<file path="config.mk">
export PLATFORM = sky130hd
export DESIGN_NAME = cpu_level_merger
export DESIGN_NICKNAME = d
export VERILOG_FILES = /design/src/rtl/lvl_merge_pkg.sv /design/src/rtl/lvl_merge_ctrl.sv /design/src/rtl/lvl_merge_datapath.sv /design/src/rtl/lvl_merge_encoder.sv /design/src/rtl/cpu_level_merger.sv
export SDC_FILE = /design/constraint.sdc
export NUM_CORES = 1
export LEC_CHECK = 0
export BUFFER_PORTS_ARGS = -buffer_cell sky130_fd_sc_hd__clkbuf_2
export CAP_MARGIN = 5
export CORE_MARGIN = 2
export CORE_UTILIZATION = 34
export CTS_CLUSTER_DIAMETER = 200
export DETAILED_ROUTE_END_ITERATION = 12
export PLACE_DENSITY_LB_ADDON = 0.08
export SLEW_MARGIN = 20
export SYNTH_ARGS = -nofsm -noshare
export SYNTH_HDL_FRONTEND = slang
export SYNTH_SLANG_ARGS = --single-unit
</file>
<file path="constraint.sdc">
create_clock -name clk -period 1.2 [get_ports clk]
set_input_delay 0.06 -clock clk [delete_from_list [all_inputs] [get_ports clk]]
set_output_delay 0.06 -clock clk [all_outputs]
set_load 0.02 [all_outputs]
</file>
<file path="src/rtl/lvl_merge_pkg.sv">
package lvl_merge_pkg;
  localparam int DATA_W      = 32;
  localparam int NUM_LEVELS  = 15;
  localparam int ENC_W       = $clog2(NUM_LEVELS + 1);
  localparam int SOFT_SHIFT  = 16;
  localparam int TIMER_BIT   = 14;
  localparam int L15_BIT     = 15;
  localparam logic [DATA_W-1:0] SOFT_MASK = 32'hFFFE_0000;
  localparam logic [DATA_W-1:0] CLR_MASK  = SOFT_MASK | (32'h1 << L15_BIT);

  typedef struct packed {
    logic              clrStb;
    logic              setStb;
    logic [DATA_W-1:0] data;
  } regCmdT;
endpackage

</file>
<file path="src/rtl/lvl_merge_ctrl.sv">
module lvl_merge_ctrl
  import lvl_merge_pkg::*;
#(
  parameter int ADDR_W = 2
) (
  input  logic              wrEn,
  input  logic [ADDR_W-1:0] addr,
  input  logic [DATA_W-1:0] wrData,
  output regCmdT            cmd,
  output logic              rdStatus
);
  localparam logic [ADDR_W-1:0] WORD_STATUS = ADDR_W'(0);
  localparam logic [ADDR_W-1:0] WORD_CLEAR  = ADDR_W'(1);
  localparam logic [ADDR_W-1:0] WORD_SET    = ADDR_W'(2);

  always_comb begin
    cmd.clrStb = wrEn && (addr == WORD_CLEAR);
    cmd.setStb = wrEn && (addr == WORD_SET);
    cmd.data   = wrData;
    rdStatus   = (addr == WORD_STATUS);
  end
endmodule

</file>
<file path="src/rtl/lvl_merge_datapath.sv">
module lvl_merge_datapath
  import lvl_merge_pkg::*;
(
  input  logic                  clk,
  input  logic                  rstN,
  input  regCmdT                cmd,
  input  logic                  timerIn,
  input  logic                  lvl15In,
  input  logic [NUM_LEVELS-1:0] hardLevels,
  input  logic [NUM_LEVELS-1:0] hardStatus,
  output logic [DATA_W-1:0]     statusWord,
  output logic [NUM_LEVELS-1:0] levelsOut
);
  logic [DATA_W-1:0]     pending;
  logic [DATA_W-1:0]     pendingNxt;
  logic [NUM_LEVELS-1:0] softLevels;
  logic [DATA_W-1:0]     hardWord;

  always_comb begin
    pendingNxt = pending;
    if (cmd.clrStb) pendingNxt = pendingNxt & ~(cmd.data & CLR_MASK);
    if (cmd.setStb) pendingNxt = pendingNxt | (cmd.data & SOFT_MASK);
    pendingNxt[TIMER_BIT] = timerIn;
    if (lvl15In) pendingNxt[L15_BIT] = 1'b1;
  end

  always_ff @(posedge clk or negedge rstN) begin
    if (!rstN) pending <= '0;
    else       pending <= pendingNxt;
  end

  // Soft bit SOFT_SHIFT+1+k feeds level k+1; hard status bit k shows at word bit k+1.
  genvar k;
  generate
    for (k = 0; k < NUM_LEVELS; k++) begin : gMap
      assign softLevels[k]  = pending[SOFT_SHIFT + 1 + k];
      assign hardWord[k + 1] = hardStatus[k];
    end
    for (k = NUM_LEVELS + 1; k < DATA_W; k++) begin : gZero
      assign hardWord[k] = 1'b0;
    end
  endgenerate
  assign hardWord[0] = 1'b0;

  always_comb begin
    levelsOut = hardLevels | softLevels;
    levelsOut[TIMER_BIT - 1] = levelsOut[TIMER_BIT - 1] | pending[TIMER_BIT];
    levelsOut[L15_BIT - 1]   = levelsOut[L15_BIT - 1] | pending[L15_BIT];
    statusWord = pending | hardWord;
  end

  AST_SET_RAISES: assert property (@(posedge clk) disable iff (!rstN)
    cmd.setStb |=> ((pending & ($past(cmd.data) & SOFT_MASK)) == ($past(cmd.data) & SOFT_MASK)));
  AST_CLR_DROPS: assert property (@(posedge clk) disable iff (!rstN)
    (cmd.clrStb && !cmd.setStb && !lvl15In) |=> ((pending & $past(cmd.data) & CLR_MASK) == '0));
  AST_TIMER_FOLLOWS: assert property (@(posedge clk) disable iff (!rstN)
    1'b1 |=> (levelsOut[TIMER_BIT - 1] || !$past(timerIn)) && (pending[TIMER_BIT] == $past(timerIn)));
  AST_L15_STICKY: assert property (@(posedge clk) disable iff (!rstN)
    (pending[L15_BIT] && !cmd.clrStb) |=> pending[L15_BIT]);
endmodule

</file>
<file path="src/rtl/lvl_merge_encoder.sv">
module lvl_merge_encoder
  import lvl_merge_pkg::*;
(
  input  logic                  clk,
  input  logic                  rstN,
  input  logic [NUM_LEVELS-1:0] levelsIn,
  output logic [ENC_W-1:0]      encLevel
);
  logic [ENC_W-1:0] encNxt;

  always_comb begin
    encNxt = '0;
    for (int i = 1; i <= NUM_LEVELS; i++) begin
      if (levelsIn[i-1]) encNxt = ENC_W'(i);
    end
  end

  always_ff @(posedge clk or negedge rstN) begin
    if (!rstN) encLevel <= '0;
    else       encLevel <= encNxt;
  end

  AST_ENC_IDLE: assert property (@(posedge clk) disable iff (!rstN)
    (levelsIn == '0) |=> (encLevel == '0));
  AST_ENC_ACTIVE: assert property (@(posedge clk) disable iff (!rstN)
    (levelsIn != '0) |=> (encLevel != '0));
  AST_ENC_TOP: assert property (@(posedge clk) disable iff (!rstN)
    levelsIn[NUM_LEVELS-1] |=> (encLevel == ENC_W'(NUM_LEVELS)));
endmodule

</file>
<file path="src/rtl/cpu_level_merger.sv">
module cpu_level_merger
  import lvl_merge_pkg::*;
#(
  parameter int ADDR_W = 2
) (
  input  logic                  clk,
  input  logic                  rstN,
  input  logic                  wrEn,
  input  logic [ADDR_W-1:0]     addr,
  input  logic [DATA_W-1:0]     wrData,
  output logic [DATA_W-1:0]     rdData,
  input  logic                  timerIn,
  input  logic                  lvl15In,
  input  logic [NUM_LEVELS-1:0] hardLevels,
  input  logic [NUM_LEVELS-1:0] hardStatus,
  output logic [NUM_LEVELS-1:0] levelsOut,
  output logic [ENC_W-1:0]      encLevel
);
  regCmdT            cmd;
  logic              rdStatus;
  logic [DATA_W-1:0] statusWord;

  lvl_merge_ctrl #(.ADDR_W(ADDR_W)) uCtrl (
    .wrEn(wrEn), .addr(addr), .wrData(wrData), .cmd(cmd), .rdStatus(rdStatus)
  );

  lvl_merge_datapath uData (
    .clk(clk), .rstN(rstN), .cmd(cmd), .timerIn(timerIn), .lvl15In(lvl15In),
    .hardLevels(hardLevels), .hardStatus(hardStatus),
    .statusWord(statusWord), .levelsOut(levelsOut)
  );

  lvl_merge_encoder uEnc (
    .clk(clk), .rstN(rstN), .levelsIn(levelsOut), .encLevel(encLevel)
  );

  assign rdData = rdStatus ? statusWord : '0;

  AST_HARD_PASSES: assert property (@(posedge clk) disable iff (!rstN)
    ((levelsOut & hardLevels) == hardLevels));
  AST_IGNORED_WORDS: assert property (@(posedge clk) disable iff (!rstN)
    (wrEn && (addr == ADDR_W'(0) || addr == ADDR_W'(3)) && !timerIn && !lvl15In
     && $stable(timerIn) && $stable(lvl15In)) |=> $stable(uData.pending));
endmodule

</file>
Yosys cells after proc, flatten, opt, wreduce, memory -nomap -nowiden
Cells that the tools add are included.
- output and inout port bits: 51
- register bits after elaboration: 36
- bits of input ports: 69
- bitwise operators: 7
- reductions and logical operators: 3
- eq/ne operators: 2
- muxes and demuxes: 19
- operators with widths (operator ; number):
    two-way mux 32 bit ; 3
    two-way mux 4 bit ; 14
    bitwise AND 32 bit ; 1
    inverter 32 bit ; 1
    OR 32 x 16 -> 32 bit ; 1
    OR 32 bit ; 1
    OR 15 bit ; 1
    equality test 2 x 1 -> 1 bit (second input constant) ; 1
    equality test 2 bit (second input constant) ; 1
    logical AND 1 bit ; 2
    logical NOT 2 bit ; 1
    two-way mux 1 bit ; 2
    OR 1 bit ; 2

Depth between registers and ports, before layout
Gate-level depths: netlist of run 1.
- depth in word-level cells: 16
- depth in mapped cells: 5

Modules after synthesis
From an unflattened synthesis of run 1, not the netlist that was laid out.
- cells, all modules: 199
- area total of the unflattened synthesis: 1759.2 µm²
- by module, submodules not included (module ; area each (µm²) ; times used ; seq. area each (µm²) ; cells an instance):
    lvl_merge_datapath ; 998.5 ; 1 ; 425.4 ; 100
    lvl_merge_ctrl ; 261.5 ; 1 ; 0.0 ; 35
    cpu_level_merger ; 255.2 ; 1 ; 0.0 ; 35
    lvl_merge_encoder ; 244.0 ; 1 ; 100.1 ; 29

Least setup slack after synthesis of run 1
OpenSTA, ideal clock, no wires.
- kind: reg-to-reg
- from: register (tool-made name)
- to: register uEnc.encLevel[3]
- data arrival time: 1.198 ns
- path slack: -0.136 ns
- cell stages (with the launch flop): 5
- data required time: 1.062 ns
- setup time: 0.138 ns
- path through: dfrtp_1 > or2_2 > or2_1 > nor3_2 > nand4_1
- RTL lines (item ; RTL line ; source):
    to (signal assigned) ; lvl_merge_encoder.sv:20 ; else encLevel <= encNxt;
    to (decl) ; lvl_merge_encoder.sv:7 ; output logic [ENC_W-1:0] encLevel

==> qor.txt, run 1 <==
Final Cell Area -> 0.002424 mm^2
Post-route ant nets -> 0
Seq/Total Area, Yosys -> 39.22%
CP Capture Type -> output pin
EDFF count, synth -> 0
Worst R2R End -> uEnc.encLevel[1]
Clock tree buffer depth -> 2
Ys async rst share -> 100.0%
Antenna diodes -> 0
R2R cell count -> 4
Vias in the first global route -> 1675
Synth warnings -> 0
Main combinational cell family by area after synthesis -> simple AND/OR/NAND/NOR gates
Area Overhead vs Synth -> 80.86%
Worst Path Buf+Inv -> 2
Post-synthesis compound-gate area fraction -> 19.61%
Fill cell count -> 326
GRT Residual Overflow -> 0
Post-synth top area share -> 39.22%
Clock latency on the worst-skew pair -> 260 ps
Critical Path Start Type -> flip-flop
Clock skew -> 3.623 ps
Detailed-route via count -> 1738
Critical setup path kind -> reg -> out
Initial Util -> 36.06%
Drt drc -> 0
Highest clock rate -> 0.7593 GHz
Status -> finished with violations
Largest net degree at the start of global routing -> 32
Mapped cell area -> 0.001340 mm^2
Pwr Total -> 2.013 mW
Total clock buffers created by CTS -> 3
Worst min path class -> in -> reg
Crit share post-route -> 109.8%
Delay-heaviest family, CP -> flip-flops
Hold Violations, Final -> 0
Worst-path clk slew -> 80 ps
Via/cell ratio -> 4.980
Post-synth top area cell -> dfrtp_1
DR iter-0 viols -> 65
Top_reg_cell synth -> dfrtp_1
Buffers on Ports -> 101
Final setup fails -> 9
Crit-path max cell delay -> 380 ps
Lkg Pwr -> 1.234 nW
Synth Area in Simple Gates -> 34.27%
Die height -> 66.78 um
Data required, critical path -> 1140 ps
Min Hold Slack -> 7.674 ps
Share of layout cells above drive strength 1 -> 55.81%
Max cap viols -> 0
Chip Width -> 66.78 um
Total GRT Usage -> 21.30%
Reg-to-reg slack, setup -> -110 ps
Routed WL -> 4725 um
Final max-slew violation count -> 0
Post-Place Cell Area -> 0.002103 mm^2
Levels on crit path -> 3
RSZ-0062 raised after global routing -> true
First-pass GRT wire length -> 7314 um
Count of state elements after synthesis -> 21
CP cell instances -> or3_4, buf_6, buf_8
Mux cell area share after synthesis -> 0%
Tightest Pin Transition -> 620.8 ps
Most frequent cells in the layout -> clkbuf_2 (84), buf_4 (27), and2_1 (26)
I/O pin cnt -> 120
CTS H-tree lvls -> 1
Power per cell area -> 830.8 mW/mm^2
CTS tree -> built
Final WS setup -> -117.1 ps
Crit path max-delay cell type -> dfrtp_1
Initial antenna violation count -> 0
Most common cell after layout, fill and taps aside -> clkbuf_2
Post-Synth XOR/XNOR Area -> 0%
Clock sinks -> 21
Die ar. -> 0.004460 mm^2
Synth unique cells -> 30
WL per Instance -> 13.54 um
DRT Pass-1 Iters -> 4
Clk root buf -> clkbuf_8
Final RePlAce weighted congestion -> 0.7913
Max FO, Critical Path -> 2
Max VDD drop -> 0.4041 mV
Core area -> 0.003716 mm^2
Critical Path AT -> 1260 ps
Violated checks -> setup timing
Syn avg cell area -> 7.791 um^2
Mapped Cells -> 172
Clock period minus worst slack -> 1317 ps
Slew HR -> 58.61%
Synth top area cells -> dfrtp_1 (39%), and2_1 (13%), a31oi_1 (7.0%), nor2_1 (6.7%), a21oi_1 (6.3%)
Final net count -> 371
Critical path endpoint -> levelsOut[14]
Row cnt -> 22
Synth Area in Adders -> 0%
Post-detail-place hpwl -> 3602 um
==> where the power goes <==
group | internal [mW] | switching [mW]
Clock | 0.231 | 0.230
Combinational | 0.371 | 0.395
Sequential | 0.748 | 0.0387
Total | 1.35 | 0.664
==> cells by family after synthesis <==
kind of cell	after synthesis
simple gates	85
other cells	1
flops	21
buf+inv	21
compound gates	44
==> metrics by stage <==
stage	setup WS, ps	cells	setup TNS, ps	util [%]
floorplan	-48.92	173	-89.23	-
global placement	-147.8	338	-212.5	56.60
detailed placement	-131.2	338	-243.5	56.60
CTS	-135.0	346	-637.3	61.31
global route	-188.0	349	-1234	65.22
finish	-117.1	349	-582.7	65.22
==> synthesized netlist by cell type, types with 2 or more instances <==
cell type	number
and2_1	27
nor2_1	24
dfrtp_1	21
a21oi_1	17
a31oi_1	15
nand3_1	15
inv_1	8
clkbuf_1	7
or2_2	6
nor4_1	4
o21ai_0	3
a211oi_1	2
buf_1	2
buf_2	2
buf_4	2
o21a_1	2
o41ai_1	2
==> routing by layer <==
layer	part of all wire (%)	track usage, %
met2	52	39.25
met1	40	26.39
met3	8.0	3.041
met4	0.40	3.827
met5	0	0
==> worst min path at each step <==
stage	from	to	slack, ps	depth (start not counted)
floorplan	rstN	async pin	-240	0
global placement	rstN	uEnc.encLevel[1]	70	1
detailed placement	rstN	uEnc.encLevel[1]	60	1
CTS	lvl15In	uData.pending[15]	20	2
global route	lvl15In	uData.pending[15]	6	2
finish	lvl15In	uData.pending[15]	8	2
==> final cells by class <==
cell class	instances	area [um^2]	share of cell area, %
Clock buffer	3	41.29	1.704
Clock inverter	1	5.005	0.2065
Inverter	8	30.03	1.239
Multi-Input combinational cell	131	858.3	35.42
Sequential cell	21	526.8	21.73
Tap cell	48	60.06	2.478
Timing Repair Buffer	137	902.1	37.22
==> repair_timing <==
action | 4_1_cts | 5_1_grt
endpoints found under the setup margin | 11 | 17
hold buffers | 2 | 0
pin swaps | 5 | 9
gates resized for setup | 27 | 47
hold endpoints to repair | 22 | 0
setup buffers | 3 | 4
Note: power is estimated with default switching activity, not from simulation.
==> run 2, diff against run 1 <==
REMOVE_ABC_BUFFERS = 1   (was not set)
==> qor.txt, run 2 (synthesis gave the netlist of run 1 again) <==
Tightest Pin Transition -> 646.6 ps
Clock power share -> 23.0%
Most frequent cells in the layout -> clkbuf_2 (86), buf_4 (29), and2_1 (26)
Largest net degree at the start of global routing -> 32
Via/cell ratio -> 4.943
CP cell instances -> or3_4, buf_4, nor3_4, o41ai_1
Total clock buffers created by CTS -> 3
RSZ-0062 raised after global routing -> true
Post-route ant nets -> 0
Clock latency on the worst-skew pair -> 260 ps
Final setup fails -> 10
Min Hold Slack -> 84.97 ps
Die height -> 66.78 um
Critical Path Start Type -> flip-flop
Sw power -> 636.6 uW
I/O pin cnt -> 120
Clock skew -> 1.348 ps
First-pass GRT wire length -> 6699 um
Routed WL -> 4536 um
Post-detail-place hpwl -> 3364 um
Logic pwr share -> 37.9%
Max VDD drop -> 0.7918 mV
DRT Pass-1 Iters -> 4
Most common cell after layout, fill and taps aside -> clkbuf_2
Worst R2R End -> uEnc.encLevel[2]
Share of layout cells above drive strength 1 -> 53.95%
Row cnt -> 22
Sequential power share -> 39.1%
Worst-path clk slew -> 70 ps
Initial Util -> 36.06%
Buffers on Ports -> 101
Lkg Pwr -> 1.238 nW
Final max-slew violation count -> 0
Post-Place Cell Area -> 0.002083 mm^2
Crit share post-route -> 111.9%
Violated checks -> setup timing
Status -> finished with violations
Critical setup path kind -> reg -> reg
Hold Violations, Final -> 0
CTS tree -> built
CTS H-tree lvls -> 1
GRT Residual Overflow -> 0
Min-delay src -> wrData[23]
Slew HR -> 56.89%
Sw Ratio -> 31.88%
Initial antenna violation count -> 0
Drt drc -> 0
Reg-to-reg slack, setup -> -140 ps
Hold Path Stages -> 3
Final RePlAce weighted congestion -> 0.8051
Max FO, Critical Path -> 2
R2R cell count -> 4
Highest clock rate -> 0.7449 GHz
Final WS setup -> -142.5 ps
WL per Instance -> 12.89 um
Chip Width -> 66.78 um
Total GRT Usage -> 19.80%
Max cap viols -> 0
Clock tree buffer depth -> 2
Worst min path class -> in -> reg
Data required, critical path -> 1330 ps
Vias in the first global route -> 1500
Final Cell Area -> 0.002406 mm^2
Area Overhead vs Synth -> 79.55%
Clk root buf -> clkbuf_8
CP Capture Type -> flip-flop
Core area -> 0.003716 mm^2
Detailed-route via count -> 1740
Final net count -> 374
Critical Path AT -> 1480 ps
Antenna diodes -> 0
Crit-path max cell delay -> 390 ps
Setup TNS -> -756.3 ps
DR iter-0 viols -> 53
P_int -> 1.360 mW
Clock sinks -> 21
Crit path max-delay cell type -> dfrtp_1
Clock period minus worst slack -> 1343 ps
Die ar. -> 0.004460 mm^2
Power per cell area -> 829.9 mW/mm^2
==> run 2: cell types whose count changed in the layout (fill, tap and decap cells not counted), sizes merged <==
cell         delta
buf             +2
dlygate4sd3     +1
clkbuf          +1
clkinv          -1
==> run 2: timing repair <==
| item | CTS | global route |
|---|---|---|
| hold endpoints to repair | 23 | 0 |
| hold buffers | 3 | 0 |
| buffers inserted | 3 | 3 |
| pin swaps | 3 | 4 |
| setup endpoints to repair | 12 | 20 |
| resized for setup | 36 | 37 |
==> run 2: power by group through the flow <==
stage / combinational [mW] / sequential, mW / clock, mW
floorplan: 0.281 / 0.793 / 0
global placement: 0.632 / 0.787 / 0
detailed placement: 0.636 / 0.788 / 0
CTS: 0.710 / 0.779 / 0.473
global route: 0.819 / 0.787 / 0.505
finish: 0.757 / 0.781 / 0.458
==> run 2: how the worst max path moves through the flow <==
stage / startpoint / to / slack, ps / depth (start not counted)
after global placement: flip-flop / uEnc.encLevel[1] / -140 / 4
after global routing: flip-flop / uEnc.encLevel[3] / -180 / 4
after detailed placement: flip-flop / uEnc.encLevel[1] / -110 / 4
after floorplan: flip-flop / uEnc.encLevel[3] / -140 / 4
after CTS: flip-flop / levelsOut[14] / -160 / 3
final: flip-flop / uEnc.encLevel[2] / -140 / 4
==> run 2: through the flow <==
stage,util (%),power [mW],instances,setup WS (ps)
floorplan,-,1.074,160,-135.8
detailed placement,56.06,1.424,340,-110.0
finish,64.75,1.997,352,-142.5
global route,64.75,2.112,352,-184.7
CTS,62.36,1.963,350,-156.7
global placement,56.06,1.419,340,-139.5
==> run 2: per-layer routing <==
metal / vias up / wire, um / global-route usage, %
met2: 88 / 2240 / 36.25
met4: 0 / 17 / 3.061
li1: 860 / - / -
met5: - / 0 / 0
met1: 790 / 1874 / 23.67
met3: 2 / 405 / 4.899
==> run 2: area by class of cell <==
class	instances	area (um^2)
Clock buffer	4	45.04
Tap cell	48	60.06
Inverter	8	30.03
Fill cell	331	1310
Timing Repair Buffer	140	942.2
Multi-Input combinational cell	131	802.0
Sequential cell	21	526.8
==> run 2: worst max-delay path, delay by kind of cell (launching register included) <==
kind	cells	cell delay, ps
simple gates	2	570
flops	1	390
buf+inv	1	160
compound gates	1	110
